<file path="config.mk">
export PLATFORM = sky130hd
export DESIGN_NAME = ctrl_decoder
export DESIGN_NICKNAME = d
export VERILOG_FILES = /design/src/rtl/ctrl_pkg.sv /design/src/rtl/main_decoder.sv /design/src/rtl/alu_decoder.sv /design/src/rtl/wreg_select.sv /design/src/rtl/ctrl_decoder.sv
export SDC_FILE = /design/constraint.sdc
export NUM_CORES = 1
export LEC_CHECK = 0
export BUFFER_PORTS_ARGS = -buffer_cell sky130_fd_sc_hd__buf_2
export CORE_AREA = 3 3 40 42
export DETAILED_ROUTE_END_ITERATION = 12
export DIE_AREA = 0 0 43 45
export GPL_TIMING_DRIVEN = 1
export MAX_ROUTING_LAYER = met4
export PLACE_DENSITY = 0.58
export SETUP_SLACK_MARGIN = 0.05
export SLEW_MARGIN = 40
export SYNTH_ARGS = -nofsm -noshare
export SYNTH_HDL_FRONTEND = slang
export SYNTH_SLANG_ARGS = --single-unit
</file>
<file path="constraint.sdc">
create_clock -name vclk -period 3.2
set_input_delay 0.48 -clock vclk [all_inputs]
set_output_delay 0.48 -clock vclk [all_outputs]
set_load 0.01 [all_outputs]
</file>
<file path="src/rtl/ctrl_pkg.sv">
package ctrl_pkg;

    localparam int OP_W    = 6;
    localparam int FN_W    = 6;
    localparam int REG_W   = 5;
    localparam int AOP_W   = 2;
    localparam int ACTL_W  = 4;

    localparam logic [OP_W-1:0] OPC_RTYPE = 6'b000000;
    localparam logic [OP_W-1:0] OPC_JUMP  = 6'b000010;
    localparam logic [OP_W-1:0] OPC_BEQ   = 6'b000100;
    localparam logic [OP_W-1:0] OPC_ADDI  = 6'b001000;
    localparam logic [OP_W-1:0] OPC_LOAD  = 6'b100011;
    localparam logic [OP_W-1:0] OPC_STORE = 6'b101011;

    localparam logic [FN_W-1:0] FN_ADD = 6'b100000;
    localparam logic [FN_W-1:0] FN_SUB = 6'b100010;
    localparam logic [FN_W-1:0] FN_AND = 6'b100100;
    localparam logic [FN_W-1:0] FN_OR  = 6'b100101;
    localparam logic [FN_W-1:0] FN_SLT = 6'b101010;

    typedef enum logic [AOP_W-1:0] {
        AOP_ADD   = 2'b00,
        AOP_SUB   = 2'b01,
        AOP_FUNCT = 2'b10,
        AOP_RSVD  = 2'b11
    } alu_class_t;

    localparam logic [ACTL_W-1:0] ACTL_AND = 4'b0000;
    localparam logic [ACTL_W-1:0] ACTL_OR  = 4'b0001;
    localparam logic [ACTL_W-1:0] ACTL_ADD = 4'b0010;
    localparam logic [ACTL_W-1:0] ACTL_SUB = 4'b0110;
    localparam logic [ACTL_W-1:0] ACTL_SLT = 4'b0111;
    localparam logic [ACTL_W-1:0] ACTL_BAD = 4'b1111;

    typedef struct packed {
        logic       jump;
        logic       branch;
        logic       reg_dst;
        logic       alu_src;
        logic       mem_rd;
        logic       mem_wr;
        logic       mem_to_reg;
        logic       reg_wr;
        alu_class_t alu_op;
    } ctrl_t;

    // Build a control word, listing every field so no entry leaves one out.
    function automatic ctrl_t mk_ctrl(
        input logic j, input logic b, input logic rdst, input logic asrc,
        input logic mrd, input logic mwr, input logic m2r, input logic rwr,
        input alu_class_t aop);
        ctrl_t c;
        c.jump       = j;
        c.branch     = b;
        c.reg_dst    = rdst;
        c.alu_src    = asrc;
        c.mem_rd     = mrd;
        c.mem_wr     = mwr;
        c.mem_to_reg = m2r;
        c.reg_wr     = rwr;
        c.alu_op     = aop;
        return c;
    endfunction

endpackage

</file>
<file path="src/rtl/main_decoder.sv">
module main_decoder
    import ctrl_pkg::*;
(
    input  logic [OP_W-1:0] opcode,
    output ctrl_t           ctrl
);
    always_comb begin
        unique case (opcode)
            OPC_RTYPE: ctrl = mk_ctrl(1'b0, 1'b0, 1'b1, 1'b0, 1'b0, 1'b0, 1'b0, 1'b1, AOP_FUNCT);
            OPC_LOAD:  ctrl = mk_ctrl(1'b0, 1'b0, 1'b0, 1'b1, 1'b1, 1'b0, 1'b1, 1'b1, AOP_ADD);
            OPC_STORE: ctrl = mk_ctrl(1'b0, 1'b0, 1'b0, 1'b1, 1'b0, 1'b1, 1'b0, 1'b0, AOP_ADD);
            OPC_BEQ:   ctrl = mk_ctrl(1'b0, 1'b1, 1'b0, 1'b0, 1'b0, 1'b0, 1'b0, 1'b0, AOP_SUB);
            OPC_ADDI:  ctrl = mk_ctrl(1'b0, 1'b0, 1'b0, 1'b1, 1'b0, 1'b0, 1'b0, 1'b1, AOP_ADD);
            OPC_JUMP:  ctrl = mk_ctrl(1'b1, 1'b0, 1'b0, 1'b0, 1'b0, 1'b0, 1'b0, 1'b0, AOP_ADD);
            default:   ctrl = mk_ctrl(1'b0, 1'b0, 1'b0, 1'b0, 1'b0, 1'b0, 1'b0, 1'b0, AOP_ADD);
        endcase
    end
endmodule

</file>
<file path="src/rtl/alu_decoder.sv">
module alu_decoder
    import ctrl_pkg::*;
(
    input  alu_class_t        alu_op,
    input  logic [FN_W-1:0]   funct,
    output logic [ACTL_W-1:0] alu_ctl,
    output logic              op_ok
);
    always_comb begin
        op_ok = 1'b1;
        unique case (alu_op)
            AOP_ADD: alu_ctl = ACTL_ADD;
            AOP_SUB: alu_ctl = ACTL_SUB;
            AOP_FUNCT: begin
                unique case (funct)
                    FN_ADD:  alu_ctl = ACTL_ADD;
                    FN_SUB:  alu_ctl = ACTL_SUB;
                    FN_AND:  alu_ctl = ACTL_AND;
                    FN_OR:   alu_ctl = ACTL_OR;
                    FN_SLT:  alu_ctl = ACTL_SLT;
                    default: begin
                        alu_ctl = ACTL_BAD;
                        op_ok   = 1'b0;
                    end
                endcase
            end
            default: begin
                alu_ctl = ACTL_BAD;
                op_ok   = 1'b0;
            end
        endcase
    end
endmodule

</file>
<file path="src/rtl/wreg_select.sv">
module wreg_select
    import ctrl_pkg::*;
(
    input  logic             use_rd,
    input  logic [REG_W-1:0] rt,
    input  logic [REG_W-1:0] rd,
    output logic [REG_W-1:0] wr_reg
);
    always_comb wr_reg = use_rd ? rd : rt;
endmodule

</file>
<file path="src/rtl/ctrl_decoder.sv">
module ctrl_decoder
    import ctrl_pkg::*;
(
    input  logic [5:0] opcode,
    input  logic [4:0] rt,
    input  logic [4:0] rd,
    input  logic [5:0] funct,
    output logic       jump,
    output logic       branch,
    output logic       reg_dst,
    output logic       alu_src,
    output logic       mem_rd,
    output logic       mem_wr,
    output logic       mem_to_reg,
    output logic       reg_wr,
    output logic [1:0] alu_op,
    output logic [3:0] alu_ctl,
    output logic [4:0] wr_reg
);
    ctrl_t base;
    logic  op_ok;

    main_decoder u_main (
        .opcode (opcode),
        .ctrl   (base)
    );

    alu_decoder u_alu (
        .alu_op  (base.alu_op),
        .funct   (funct),
        .alu_ctl (alu_ctl),
        .op_ok   (op_ok)
    );

    wreg_select u_wsel (
        .use_rd (base.reg_dst),
        .rt     (rt),
        .rd     (rd),
        .wr_reg (wr_reg)
    );

    always_comb begin
        jump       = base.jump;
        branch     = base.branch;
        reg_dst    = base.reg_dst;
        alu_src    = base.alu_src;
        mem_rd     = base.mem_rd;
        mem_wr     = base.mem_wr;
        mem_to_reg = base.mem_to_reg;
        // Unknown operation code blocks write-back.
        reg_wr     = base.reg_wr & op_ok;
        alu_op     = base.alu_op;
    end
endmodule

</file>
==> impl_metrics.env, run 1 <==
export IMPL_synth_top_family_by_area="simple AND/OR/NAND/NOR gates"
export IMPL_crit_fanout=8
export IMPL_gp_congestion=0.662
export IMPL_ir_drop_mv=0.0213
export IMPL_grt_pass1_wl_um=1420
export IMPL_core_area_sq_mm=0.00128
export IMPL_grt_start_max_net_pins=10
export IMPL_yosys_area_share_simple_pct=44.7
export IMPL_slew_headroom_pct=59.5
export IMPL_drt_iter0_markers=0
export IMPL_grt_pass1_vias=370
export IMPL_synth_net_count=58
export IMPL_io_buffers=41
export IMPL_nFlopsAndLatches=0
export IMPL_drive_above_1_share_pct=66.7
export IMPL_first_pass_iters=1
export IMPL_synth_compound_area_share_pct=14.2
export IMPL_cp_cell_sequence="buf_2 > or4_4 > or3_1 > mux2_4 > buf_2"
export IMPL_path_depth=5
export IMPL_drv_slew=0
export IMPL_synth_yosys_seq_area_share_pct=0
export IMPL_cp_data_required_time_ns=2.72
export IMPL_synthMuxAreaShare_pct=26.5
export IMPL_fin_crit_ns=2.63
export IMPL_cp_arrival_ns=2.15
export IMPL_drc=0
export IMPL_fin_tns_setup_ns=0
export IMPL_via_count=414
export IMPL_max_stage_delay_ns=0.56
export IMPL_nClkBuffers=0
export IMPL_hold_path_class="in -> out"
export IMPL_dieWidth_um=43
export IMPL_die_h_um=45
export IMPL_ios=41
export IMPL_start_util_pct=22.0
export IMPL_drv_cap=0
export IMPL_worstSetupStartpointType="primary input"
export IMPL_placementRows=13
export IMPL_setup_viol=0
export IMPL_grt_ovfl_total=0
export IMPL_antenna_found_initial=0
export IMPL_fin_cells=87
export IMPL_syn_inst=36
export IMPL_crit_path_end_kind="output pin"
export IMPL_seqCellArea_sq_um=0
export IMPL_status="finished clean"
export IMPL_num_antenna_cells=0
export IMPL_wl_per_cell_um=11.0
export IMPL_worstSetupPathType="in -> out"
export IMPL_post_dp_hpwl_um=850
export IMPL_crit_buf_inv=2
export IMPL_area_delta_synth_final_pct=65.9
export IMPL_hold_buffers=0
export IMPL_worstHoldPathCells=3
export IMPL_netlist_area_sq_um=283
export IMPL_synth_avg_cell_area_sq_um=7.85
export IMPL_nets=96
export IMPL_wl_um=954
export IMPL_postCtsResizedCells=0
export IMPL_finalHoldViolCount=0
export IMPL_critical_path_top_delay_family="simple AND/OR/NAND/NOR gates"
export IMPL_gr_usage_all_layers_pct=8.97
export IMPL_period_share_pct=82.3
export IMPL_placedCellCount=87
export IMPL_slowest_stage="or4_4"
export IMPL_die_area_sq_mm=0.00194
export IMPL_yosysWarnings=0
export IMPL_p_total_uw=40.7
export IMPL_worst_pin_slew_ns=0.592
export IMPL_ant_nets=0
export IMPL_yosysUniqueCellTypes=20
export IMPL_rsz0062_at_grt="no"
export IMPL_vias_per_cell=4.76
export IMPL_max_freq_mhz=380
export IMPL_synth_fa_ha_area_share_pct=0
export IMPL_path_common_cell="buf_2"
export IMPL_powerDensity_mw_per_mm2=86.8
export IMPL_post_cts_buffers=0
export IMPL_cellLeakagePower_uw=0.000281
export IMPL_synthXorXnorAreaFrac_pct=0
-- area by class of cell --
cell class / count / area, sq um
Timing Repair Buffer: 41 / 205
Fill cell: 149 / 816
Tap cell: 15 / 18.8
Multi-Input combinational cell: 30 / 241
Inverter: 1 / 3.75
-- cells in the final DEF (no fill, tap or decap) --
cell / Yosys / final
buf_2: 0 / 41
mux2_4: 5 / 5
nor3_1: 4 / 4
nor2_1: 4 / 4
nor3b_1: 3 / 3
nor2b_1: 2 / 2
a2111oi_0: 2 / 2
nand4b_1: 1 / 1
or4_4: 1 / 1
or3_1: 1 / 1
inv_1: 1 / 1
nor4b_1: 1 / 1
a31oi_1: 1 / 1
or4b_2: 1 / 1
nand2b_1: 1 / 1
a211oi_1: 1 / 1
nand3_1: 1 / 1
a211o_1: 1 / 1
-- metrics by stage --
| step | instance area [sq um] | utilization (%) | setup slack (ns) | hold WS, ns |
|---|---|---|---|---|
| 5_1_grt | 469 | 36.5 | 0.503 | 1.25 |
| 3_5_place_dp | 469 | 36.5 | 0.557 | 1.24 |
| 4_1_cts | 469 | 36.5 | 0.556 | 1.24 |
| 3_3_place_gp | 469 | 36.5 | 0.578 | 1.24 |
| 6_report | 469 | 36.5 | 0.568 | 1.24 |
| 2_1_floorplan | 283 | - | 0.919 | 1.01 |
-- Yosys cell counts --
library cell | count | area, sq um
a211o_1 | 1 | 8.76
a31oi_1 | 1 | 6.26
inv_1 | 1 | 3.75
a2111oi_0 | 2 | 17.5
or4b_2 | 1 | 10.0
nand3_1 | 1 | 5.00
nor2b_1 | 2 | 12.5
buf_4 | 3 | 22.5
nor3b_1 | 3 | 22.5
nand4b_1 | 1 | 8.76
nor3_1 | 4 | 20.0
nor2_1 | 4 | 15.0
buf_6 | 1 | 11.3
nand2b_1 | 1 | 6.26
or4_4 | 1 | 11.3
clkbuf_1 | 1 | 3.75
a211oi_1 | 1 | 7.51
or3_1 | 1 | 6.26
nor4b_1 | 1 | 8.76
mux2_4 | 5 | 75.1
-- power by group --
part | switching, uW | internal (uW)
clock network | 0 | 0
registers | 0 | 0
logic | 18.3 | 22.4
total | 18.3 | 22.4
-- kinds of logic after synthesis --
kind of cell | Yosys count
compound gates | 5
buf+inv | 6
mux | 5
simple gates | 20
-- layer usage --
metal  global-route usage (%)  share of wire (%)  vias up
li1                         -                  -      210
met1                     8.81                 37      182
met2                     18.9                 51       22
met3                     1.99                 12        0
met4                        0                  0        0
met5                        -                  0        -
-- final timing paths --
kind | start | slack [ns] | end
hold / removal | opcode[4] | 1.24 | alu_src
setup / recovery | opcode[5] | 0.57 | wr_reg[4]
Note: power is estimated with default switching activity, not from simulation.
==> run 2, diff against run 1 <==
==> constraint.sdc (replaced) <==
create_clock -name vclk -period 2.7
set_input_delay 0.405 -clock vclk [all_inputs]
set_output_delay 0.405 -clock vclk [all_outputs]
set_load 0.01 [all_outputs]
==> run 2 against run 1 <==
Against the previous run: cell area unchanged; die area is the same; combinational power is 18% higher; core utilization stayed put; non-clock buffer count unchanged; largest power group unchanged.
==> impl_metrics.env, run 2 (synthesis gave the netlist of run 1 again) <==
export IMPL_drv_cap=0
export IMPL_ios=41
export IMPL_area_delta_synth_final_pct=65.9
export IMPL_critical_path_top_delay_family="simple AND/OR/NAND/NOR gates"
export IMPL_finalHoldViolCount=0
export IMPL_post_cts_buffers=0
export IMPL_powerDensity_mw_per_mm2=102
export IMPL_die_area_sq_mm=0.00194
export IMPL_crit_fanout=8
export IMPL_postCtsResizedCells=0
export IMPL_cp_data_required_time_ns=2.30
export IMPL_grt_start_max_net_pins=10
export IMPL_clockPowerShare_pct=0
export IMPL_antenna_found_initial=0
export IMPL_drv_slew=0
export IMPL_cp_cell_sequence="buf_2 > or4_4 > or3_1 > mux2_4 > buf_2"
export IMPL_cp_arrival_ns=2.08
export IMPL_slowest_stage="or4_4"
export IMPL_slew_headroom_pct=56.2
export IMPL_p_sw_uw=21.5
export IMPL_first_pass_iters=1
export IMPL_min_from="opcode[4]"
export IMPL_intPower_uw=26.6
export IMPL_drive_above_1_share_pct=66.7
export IMPL_path_common_cell="buf_2"
export IMPL_final_common_cell="buf_2"
export IMPL_filler_cell_count=153
export IMPL_cellLeakagePower_uw=0.000281
export IMPL_final_cell_mix="buf_2, mux2_4, nor3_1, nor2_1, nor3b_1"
export IMPL_worstSetupPathType="in -> out"
export IMPL_hold_path_class="in -> out"
export IMPL_via_count=410
export IMPL_crit_buf_inv=2
export IMPL_swShare_pct=44.7
export IMPL_fin_util_pct=36.5
export IMPL_io_buffers=41
export IMPL_hold_buffers=0
export IMPL_wl_um=939
export IMPL_core_area_sq_mm=0.00128
export IMPL_worst_pin_slew_ns=0.641
export IMPL_dpl_cell_area_sq_um=469
export IMPL_period_share_pct=92.1
export IMPL_placementRows=13
export IMPL_dieWidth_um=43
export IMPL_final_area_sq_um=469
export IMPL_vias_per_cell=4.71
export IMPL_nets=96
export IMPL_fin_tns_setup_ns=0
export IMPL_wl_per_cell_um=10.8
export IMPL_grt_ovfl_total=0
export IMPL_crit_path_end_kind="output pin"
export IMPL_worstHoldPathCells=3
export IMPL_drt_iter0_markers=0
export IMPL_post_dp_hpwl_um=843
export IMPL_worstSetupStartpointType="primary input"
export IMPL_holdPathEnd="alu_src"
export IMPL_setup_viol=0
export IMPL_p_comb_share_pct=100.0
export IMPL_drc=0
export IMPL_max_stage_delay_ns=0.56
export IMPL_rsz0062_at_grt="no"
export IMPL_num_antenna_cells=0
export IMPL_seqCellArea_sq_um=0
export IMPL_sequentialPowerShare_pct=0
export IMPL_start_util_pct=22.0
export IMPL_gp_congestion=0.662
export IMPL_nFlopsAndLatches=0
export IMPL_status="finished clean"
export IMPL_p_total_uw=48.1
export IMPL_max_freq_mhz=402
export IMPL_nClkBuffers=0
export IMPL_gr_usage_all_layers_pct=8.88
export IMPL_ant_nets=0
export IMPL_ir_drop_mv=0.0249
export IMPL_grt_pass1_vias=362
export IMPL_die_h_um=45
export IMPL_fin_crit_ns=2.49
export IMPL_grt_pass1_wl_um=1410
## run 2: cell counts in the layout (fill, tap and decap cells not counted)
No cell type changed its count.
## run 2: power by group through the flow
stage | clock [uW] | combinational, uW | sequential (uW)
floorplan | 0 | 21.8 | 0
global placement | 0 | 47.5 | 0
detailed placement | 0 | 48.5 | 0
CTS | 0 | 48.6 | 0
global route | 0 | 53.3 | 0
finish | 0 | 48.1 | 0
## run 2: metal layers
| layer | global-route usage [%] | vias up | wire (um) |
|---|---|---|---|
| met1 | 10.0 | 179 | 346 |
| met5 | - | - | 0 |
| li1 | - | 209 | - |
| met4 | 0 | 0 | 0 |
| met3 | 2.39 | 0 | 128 |
| met2 | 16.8 | 22 | 464 |
## run 2: final cells by class
type	instances	area [sq um]	share of cell area, %
Multi-Input combinational cell	30	241	51.5
Timing Repair Buffer	41	205	43.7
Tap cell	15	18.8	4.00
Inverter	1	3.75	0.800
## run 2: worst max-delay path by stage
stage / start / to / slack, ns / cells after the start
2_1_floorplan: opcode[5] / wr_reg[0] / 0.57 / 4
3_3_place_gp: opcode[5] / wr_reg[0] / 0.23 / 5
3_5_place_dp: opcode[5] / wr_reg[4] / 0.21 / 5
4_1_cts: opcode[5] / wr_reg[4] / 0.21 / 5
5_1_grt: opcode[5] / wr_reg[4] / 0.14 / 5
6_report: opcode[5] / wr_reg[4] / 0.21 / 5
## run 2: stage by stage
stage	setup WS, ns	instances	hold WS, ns
global route	0.144	87	1.10
finish	0.214	87	1.09
global placement	0.228	87	1.09
CTS	0.209	87	1.09
detailed placement	0.206	87	1.09
floorplan	0.569	36	0.860
## run 2: tightest hold or removal path: stages
cell and delay [ns]:
buf_2 0.10, nor3_1 0.05, buf_2 0.13
==> run 3, diff against run 2 <==
--- a/config.mk
+++ b/config.mk
@@ -5,13 +5,14 @@
 export SDC_FILE = /design/constraint.sdc
 export NUM_CORES = 1
 export LEC_CHECK = 0
+export ABC_CLOCK_PERIOD_IN_PS = 2700
 export BUFFER_PORTS_ARGS = -buffer_cell sky130_fd_sc_hd__buf_2
 export CORE_AREA = 3 3 40 42
 export DETAILED_ROUTE_END_ITERATION = 12
 export DIE_AREA = 0 0 43 45
 export GPL_TIMING_DRIVEN = 1
 export MAX_ROUTING_LAYER = met4
-export PLACE_DENSITY = 0.58
+export PLACE_DENSITY = 0.62
 export SETUP_SLACK_MARGIN = 0.05
 export SLEW_MARGIN = 40
 export SYNTH_ARGS = -nofsm -noshare
==> run 3 against run 2 <==
Against the previous run: cell count is the same; global-route usage decreased by 0.17 points; critical path depth stayed put; largest power group unchanged; highest routed layer unchanged.
==> impl_metrics.env, run 3 (synthesis gave the netlist of run 1 again) <==
export IMPL_grt_ovfl_total=0
export IMPL_ant_nets=0
export IMPL_wl_per_cell_um=10.3
export IMPL_drive_above_1_share_pct=66.7
export IMPL_whs_ns=1.10
export IMPL_crit_buf_inv=2
export IMPL_period_share_pct=92.3
export IMPL_dpl_cell_area_sq_um=469
export IMPL_cellLeakagePower_uw=0.000281
export IMPL_dieWidth_um=43
export IMPL_fin_tns_setup_ns=0
export IMPL_grt_pass1_vias=336
export IMPL_ir_drop_mv=0.0288
export IMPL_placementRows=13
export IMPL_vias_per_cell=4.54
export IMPL_fin_crit_ns=2.49
export IMPL_cp_arrival_ns=2.09
export IMPL_drv_cap=0
export IMPL_final_common_cell="buf_2"
export IMPL_worstSetupStartpointType="primary input"
export IMPL_drt_iter0_markers=0
export IMPL_nClkBuffers=0
export IMPL_cp_data_required_time_ns=2.30
export IMPL_critical_path_top_delay_family="simple AND/OR/NAND/NOR gates"
export IMPL_area_delta_synth_final_pct=65.9
export IMPL_start_util_pct=22.0
export IMPL_status="finished clean"
export IMPL_hold_buffers=0
export IMPL_drv_slew=0
export IMPL_worstSetupPathType="in -> out"
export IMPL_nFlopsAndLatches=0
export IMPL_seqCellArea_sq_um=0
export IMPL_slew_headroom_pct=57.4
export IMPL_crit_fanout=8
export IMPL_die_h_um=45
export IMPL_max_freq_mhz=401
export IMPL_setup_viol=0
export IMPL_rsz0062_at_grt="no"
export IMPL_cp_cell_sequence="buf_2 > or4_4 > or3_1 > mux2_4 > buf_2"
export IMPL_postCtsResizedCells=0
export IMPL_fin_util_pct=36.5
export IMPL_critPathCapture="wr_reg[4]"
export IMPL_die_area_sq_mm=0.00194
export IMPL_grt_start_max_net_pins=10
export IMPL_crit_start="opcode[5]"
export IMPL_path_depth=5
export IMPL_grt_pass1_wl_um=1380
export IMPL_max_stage_delay_ns=0.56
export IMPL_first_pass_iters=1
export IMPL_gr_usage_all_layers_pct=8.71
export IMPL_finalHoldViolCount=0
export IMPL_num_antenna_cells=0
export IMPL_io_buffers=41
export IMPL_gp_congestion=0.589
export IMPL_nets=96
export IMPL_ios=41
export IMPL_drc=0
export IMPL_via_count=395
export IMPL_path_common_cell="buf_2"
export IMPL_hold_path_class="in -> out"
export IMPL_powerDensity_mw_per_mm2=102
export IMPL_p_total_uw=48.1
export IMPL_multi_input_area_sq_um=241
export IMPL_final_cell_mix="buf_2, mux2_4, nor3_1, nor2_1, nor3b_1"
export IMPL_filler_cell_count=145
export IMPL_antenna_found_initial=0
export IMPL_core_area_sq_mm=0.00128
export IMPL_final_area_sq_um=469
export IMPL_wl_um=898
export IMPL_worst_pin_slew_ns=0.624
export IMPL_slowest_stage="or4_4"
export IMPL_crit_path_end_kind="output pin"
export IMPL_post_cts_buffers=0
-- run 3: metrics by stage --
stage	worst slack, ns	std cells
6_report	0.209	87
5_1_grt	0.149	87
4_1_cts	0.207	87
3_5_place_dp	0.205	87
3_3_place_gp	0.235	87
2_1_floorplan	0.569	36
-- run 3: worst min path at each step --
| stage | depth (start not counted) | from | slack (ns) | to |
|---|---|---|---|---|
| 4_1_cts | 3 | opcode[4] | 1.09 | alu_src |
| 3_3_place_gp | 3 | opcode[4] | 1.09 | alu_src |
| 2_1_floorplan | 1 | opcode[3] | 0.86 | alu_ctl[2] |
| 5_1_grt | 3 | opcode[4] | 1.12 | alu_src |
| 3_5_place_dp | 3 | opcode[4] | 1.09 | alu_src |
| 6_report | 3 | opcode[4] | 1.10 | alu_src |
-- run 3: final cells by class --
class	count	area share, %
tap	15	4.00
inverter	1	0.800
multi-input combinational	30	51.5
timing repair buffer	41	43.7
-- run 3: power breakdown --
part | leakage, uW | switching (uW) | internal [uW] | total (uW)
Sequential | 0 | 0 | 0 | 0
Combinational | 0.000281 | 21.5 | 26.6 | 48.1
Clock | 0 | 0 | 0 | 0
-- run 3: metal layers --
metal / wire [um] / GRT usage [%]
met3: 157 / 1.59
met5: 0 / -
met4: 0 / 0
met1: 347 / 11.0
met2: 393 / 15.6
